[config.mk]
export PLATFORM = sky130hd
export DESIGN_NAME = dma_evt_acct
export DESIGN_NICKNAME = d
export VERILOG_FILES = /design/src/rtl/dma_evt_pkg.sv /design/src/rtl/dma_evt_done_ctr.sv /design/src/rtl/dma_evt_ack_reg.sv /design/src/rtl/dma_evt_acct.sv
export SDC_FILE = /design/constraint.sdc
export NUM_CORES = 1
export LEC_CHECK = 0
export BUFFER_PORTS_ARGS = -buffer_cell sky130_fd_sc_hd__buf_2
export CORE_AREA = 2 2 53 55
export CTS_CLUSTER_DIAMETER = 80
export DETAILED_ROUTE_END_ITERATION = 8
export DIE_AREA = 0 0 55 57
export GPL_TIMING_DRIVEN = 0
export PLACE_DENSITY = 0.87
export REMOVE_ABC_BUFFERS = 1
export SETUP_SLACK_MARGIN = 0.4
export SLEW_MARGIN = 20
export SYNTH_ARGS = -nofsm -noshare
export SYNTH_HDL_FRONTEND = slang
export SYNTH_SLANG_ARGS = --single-unit
[constraint.sdc]
create_clock -name clk -period 2.1 [get_ports clk]
set_input_delay 0.105 -clock clk [delete_from_list [all_inputs] [get_ports clk]]
set_output_delay 0.105 -clock clk [all_outputs]
set_load 0.02 [all_outputs]
[src/rtl/dma_evt_pkg.sv]
package dma_evt_pkg;
    parameter int CNT_W    = 6;   // width of both counters
    parameter int REG_W    = 32;  // register width
    parameter int DONE_LSB = 0;   // done field position
    parameter int ACT_BIT  = 8;   // active flag position
    parameter int PROC_LSB = 16;  // processed field position
endpackage

[src/rtl/dma_evt_done_ctr.sv]
module dma_evt_done_ctr #(
    parameter int CW = dma_evt_pkg::CNT_W
) (
    input  logic          clk,
    input  logic          rst_n,
    input  logic          clr,
    input  logic          evt,
    output logic [CW-1:0] done
);
    typedef struct packed {
        logic [CW-1:0] cnt;
    } ctr_t;

    ctr_t st_d, st_q;

    always_comb begin
        st_d = st_q;
        if (clr)
            st_d.cnt = '0;
        else if (evt)
            st_d.cnt = st_q.cnt + 1'b1;
    end

    always_ff @(posedge clk or negedge rst_n) begin
        if (!rst_n) st_q <= '0;
        else        st_q <= st_d;
    end

    assign done = st_q.cnt;
endmodule

[src/rtl/dma_evt_ack_reg.sv]
module dma_evt_ack_reg #(
    parameter int CW = dma_evt_pkg::CNT_W
) (
    input  logic          clk,
    input  logic          rst_n,
    input  logic          clr,
    input  logic          evt,
    input  logic          we,
    input  logic [CW-1:0] wr_proc,
    input  logic          wr_act,
    output logic [CW-1:0] proc,
    output logic          active
);
    typedef struct packed {
        logic [CW-1:0] proc;
        logic          act;
    } ack_t;

    ack_t st_d, st_q;

    always_comb begin
        st_d = st_q;
        if (clr) begin
            st_d = '0;
        end else begin
            if (we)
                st_d.proc = wr_proc;
            if (evt)
                st_d.act = 1'b1;
            else if (we && !wr_act)
                st_d.act = 1'b0;
        end
    end

    always_ff @(posedge clk or negedge rst_n) begin
        if (!rst_n) st_q <= '0;
        else        st_q <= st_d;
    end

    assign proc   = st_q.proc;
    assign active = st_q.act;
endmodule

[src/rtl/dma_evt_acct.sv]
module dma_evt_acct #(
    parameter int CW       = dma_evt_pkg::CNT_W,
    parameter int DW       = dma_evt_pkg::REG_W,
    parameter int DONE_LSB = dma_evt_pkg::DONE_LSB,
    parameter int ACT_BIT  = dma_evt_pkg::ACT_BIT,
    parameter int PROC_LSB = dma_evt_pkg::PROC_LSB
) (
    input  logic          clk,
    input  logic          rst_n,
    input  logic          chan_clr,
    input  logic          evt_pulse,
    input  logic          irq_en,
    input  logic          reg_we,
    input  logic [DW-1:0] reg_wdata,
    output logic [DW-1:0] reg_rdata,
    output logic [CW-1:0] pend_cnt,
    output logic          irq
);
    logic [CW-1:0] done_w;
    logic [CW-1:0] proc_w;
    logic          act_w;
    logic          unused_wbits;

    assign unused_wbits = ^reg_wdata;

    dma_evt_done_ctr #(.CW(CW)) u_done (
        .clk   (clk),
        .rst_n (rst_n),
        .clr   (chan_clr),
        .evt   (evt_pulse),
        .done  (done_w)
    );

    dma_evt_ack_reg #(.CW(CW)) u_ack (
        .clk     (clk),
        .rst_n   (rst_n),
        .clr     (chan_clr),
        .evt     (evt_pulse),
        .we      (reg_we),
        .wr_proc (reg_wdata[PROC_LSB +: CW]),
        .wr_act  (reg_wdata[ACT_BIT]),
        .proc    (proc_w),
        .active  (act_w)
    );

    always_comb begin
        reg_rdata = '0;
        reg_rdata[DONE_LSB +: CW] = done_w;
        reg_rdata[PROC_LSB +: CW] = proc_w;
        reg_rdata[ACT_BIT]        = act_w;
    end

    assign pend_cnt = done_w - proc_w;
    assign irq      = irq_en && ((done_w != proc_w) || act_w);
endmodule

======== After elaboration in Yosys (flattened, before gate mapping) ========
Index checks and enable logic that the tools add are counted.
storage, ports and cells
  register bits ........................... 13
  logic and storage cells ................. 19
cells by class
  add/subtract/negate cells ............... 2
  eq/ne operators ......................... 1
  muxes and demuxes ....................... 6
  reductions and logical operators ........ 7
operator list
  operator                                     number
  two-way mux 6 bit                            3
  two-way mux 7 bit                            1
  adder 6 x 1 -> 6 bit, second input constant  1
  != test 6 bit                                1
  subtractor 6 bit                             1
  nonzero test 2 bit                           2
  nonzero test 3 bit                           1
  logical AND 1 bit                            2
  two-way mux 1 bit                            2
  zero test 1 bit                              1
  logical OR 1 bit                             1

======== Logic depth before layout (Yosys ltp) ========
  word-level depth ........................ 5
  depth in mapped cells ................... 7

======== Modules after synthesis ========
A second synthesis with hierarchy kept.
unflattened totals
  cell total of the unflattened synthesis .. 101
  area, all modules ....................... 978.4 µm²
by module, submodules not included
  module            instances  cells an instance  area an instance (µm²)  sequential area each (µm²)
  dma_evt_acct      1          54                 414.1                   0.0
  dma_evt_ack_reg   1          23                 295.3                   175.2
  dma_evt_done_ctr  1          24                 269.0                   150.1

======== Least setup slack after synthesis ========
Ideal clock, no wire load.
  path kind ............................... register to output
  start point ............................. register u_ack.st_q (netlist bit u_ack.proc[1])
  end point ............................... output port pend_cnt[5]
  arrival ................................. 1.861 ns
  data required time ...................... 1.995 ns
  slack ................................... 0.134 ns
  stages on the path, launching flop included .. 7
  buffers on the path ..................... 0
  path through ............................ dfrtp_1 > inv_1 > ha_1 > nor2b_4 > o31a_1 > or4_1 > o311ai_1
on the way
  cells in the longest elaborated chain, start to end .. 1
RTL lines
  item                    line                   source
  from (decl)             dma_evt_ack_reg.sv:19  ack_t st_d, st_q;
  from (signal assigned)  dma_evt_ack_reg.sv:37  else st_q <= st_d;
  subtractor 6 bit        dma_evt_acct.sv:53     assign pend_cnt = done_w - proc_w;
  to (decl)               dma_evt_acct.sv:16     output logic [CW-1:0] pend_cnt,
Every way passes these cells.

======== Final worst setup path ========
  start point ............................. register u_done.st_q (netlist bit u_done.done[2])
  end point ............................... output port pend_cnt[5]
on the way
  cells in the longest elaborated chain, start to end .. 1
RTL lines
  item                    line                    source
  from (decl)             dma_evt_done_ctr.sv:14  ctr_t st_d, st_q;
  from (signal assigned)  dma_evt_done_ctr.sv:26  else st_q <= st_d;
  subtractor 6 bit        dma_evt_acct.sv:53
Every way passes these cells.

==> results.json <==
{
  "outcome": "finished with violations",
  "failed_checks": "setup timing",
  "clk_pin_slew_worst_paths_ns": 0.08,
  "setup_viol": 1,
  "via_count_of_the_first_global_routing_pass": 746,
  "worst_skew_pair.late_latency_ns": 0.28,
  "fin_nets": 193,
  "globalRoute.totalOverflow": 0,
  "chipWidth_um": 55,
  "grt_antenna_before_repair": 0,
  "route.detailed.drc": 0,
  "final_hold_viol_count": 0,
  "ys_seq_elements": 13,
  "root_buffer": "clkbuf_4",
  "crit_required_ns": 2.00,
  "power.leakage_nw": 0.693,
  "grt_start_max_net_pins": 14,
  "worst_ep_arrival_time_ns": 2.06,
  "utilization_pct": 50.3,
  "antenna_cells": 0,
  "worst-path-max-fanout": 5,
  "numCtsBuffers": 3,
  "routed_wirelength_um": 2190,
  "cts_tree": "yes",
  "detail_route.iter0.violations": 1,
  "viasPerCell": 4.48,
  "clock-sinks": 13,
  "ant_nets": 0,
  "start_util_pct": 36.7,
  "mappedNetlistArea_sq_um": 958,
  "die_height_um": 57,
  "final_layout_size_suffix_gt1_share_pct": 44.2,
  "average_wire_per_standard_cell_um": 12.3,
  "number_of_standard_cells_after_synthesis": 104,
  "period_share_pct": 103,
  "timing.final.crit_period_ns": 2.16,
  "groute.usage.overall_pct": 14.5,
  "htree_levels": 1,
  "cts_max_path_buffers": 2,
  "core-area_sq_um": 2620,
  "drt-pass1-iter-count": 3,
  "min_path_type": "in2reg",
  "dp.final_hpwl_um": 1530,
  "grt_pass1_wl_um": 3340,
  "mostFrequentLayoutCells": "buf_2, conb_1, nor2_1",
  "ys_seq_area_share_pct": 33.9,
  "criticalPathCategory": "reg2out",
  "gp_congestion": 0.786,
  "max_freq_ghz": 0.462,
  "floorplan.io_pins": 77,
  "unrepaired_setup_endpoints_after_global_routing": "yes",
  "crit_path_start_kind": "flop",
  "setup_ws_ns": -0.0631,
  "slew_violations": 0,
  "die_footprint_sq_um": 3140,
  "port_buffers": 32,
  "reg2reg_setup_slack_ns": 0.80,
  "via_count": 798,
  "pwr_density_cell_nw_per_um2": 569,
  "max-cap-violations": 0,
  "synth_warnings": 0,
  "vdd_drop_max_uv": 504,
  "yosys.cell_types.count": 28,
  "most_common_cell_after_layout_fill_and_taps_aside": "buf_2",
  "worst_setup_path_end_kind": "output pin",
  "clock-skew-final_ns": 0.00253,
  "std_cell_rows": 19,
  "syn_to_final_growth_pct": 37.3,
  "post-layout-total-power_uw": 749,
  "postSynthAreaPerCell_sq_um": 9.22,
  "tns_ns": -0.0631
}
-- metal layers --
layer | track usage [%] | up-vias | share of wire [%]
li1 | - | 390 | -
met1 | 18.9 | 372 | 40
met2 | 23.8 | 34 | 52
met3 | 2.36 | 2 | 6.8
met4 | 5.23 | 0 | 1.0
met5 | 0 | - | 0
-- metrics by stage --
stage | hold WS [ns] | area [sq um] | cells | worst slack [ns]
6_report | 0.0683 | 1320 | 178 | -0.0631
5_1_grt | 0.103 | 1320 | 178 | -0.117
4_1_cts | 0.0654 | 1210 | 173 | -0.0964
3_5_place_dp | 0.00687 | 1060 | 162 | 0.0709
3_3_place_gp | -0.000587 | 1060 | 162 | 0.0889
2_1_floorplan | -0.191 | 863 | 99 | 0.134
-- registers in the layout (all words and copies together), names as in the netlist --
signal        flops
u_ack.proc        6
u_done.done       6
u_ack.active      1
-- cell families (layout without fill, tap and decap cells) --
logic type	Yosys count	count (layout)	share of synthesized area, %
other	1	19	0.391
adder cells (fa/ha/maj)	7	7	9.92
multiplexers	7	7	7.31
flip-flops	13	13	33.9
AO/OA/AOI/OAI	13	13	8.88
XOR/XNOR	7	7	6.40
AND/OR/NAND/NOR	24	24	12.7
buffers and inverters	32	57	20.5
-- layout make-up --
cell class,instances,area [sq um]
Timing Repair Buffer,44,290
Tap cell,31,38.8
Multi-Input combinational cell,77,598
Inverter,9,33.8
Fill cell,241,1300
Clock buffer,4,26.3
Sequential cell,13,329
-- final timing paths --
path,from,endpoint,cells after the start
worst max-delay path,u_done.done[2]$_DFFE_PN0P_,pend_cnt[5],6
worst min-delay path,reg_wdata[20],u_ack.proc[4]$_DFFE_PN0P_,3
worst max register to register,u_done.done[1]$_DFFE_PN0P_,u_done.done[5]$_DFFE_PN0P_,4
worst min register to register,u_ack.proc[3]$_DFFE_PN0P_,u_ack.proc[3]$_DFFE_PN0P_,2
max in group asynchronous,rst_n,u_done.done[4]$_DFFE_PN0P_,2
min in group asynchronous,rst_n,u_ack.proc[1]$_DFFE_PN0P_,2
-- worst max-delay path, stage by stage, from the launching register on --
cell and delay, ns:
dfrtp_2 0.46, ha_4 0.28, o21a_1 0.19, o31a_1 0.12
or4_4 0.50, o311ai_4 0.08, buf_6 0.15
-- timing repair --
| item | CTS | global route |
|---|---|---|
| endpoints found under the setup margin | 6 | 6 |
| hold buffers | 1 | 0 |
| pin swaps | 1 | 8 |
| gates resized for setup | 13 | 20 |
| buffers inserted | 6 | 5 |
| endpoints found under the hold margin | 13 | 0 |
-- synth_stat cells, drive strengths merged --
master | n | area share (%)
nand4b | 1 | 0.91
nand2 | 3 | 1.2
dfrtp | 13 | 34
or3 | 1 | 0.65
fa | 1 | 2.1
nand2b | 1 | 0.65
nor2 | 13 | 5.1
or4 | 1 | 0.78
a31oi | 1 | 0.65
nor2b | 1 | 1.4
nand4 | 2 | 1.3
xor2 | 4 | 3.7
ha | 6 | 7.8
mux2i | 7 | 7.3
a21oi | 4 | 2.1
a21o | 1 | 0.78
buf | 22 | 17
o31a | 2 | 1.8
o21a | 2 | 1.6
o311ai | 1 | 0.91
and2 | 1 | 0.65
xnor2 | 3 | 2.7
inv | 9 | 3.5
conb | 1 | 0.39
clkbuf | 1 | 0.39
o21ai | 2 | 1.0
-- power breakdown --
part	leakage, nW	switching (mW)	internal (mW)	total [mW]
sequential	0.170	0.0115	0.262	0.274
clock	0.0150	0.0792	0.0737	0.153
combinational	0.509	0.178	0.145	0.322
(Power assumes the default switching activity.)
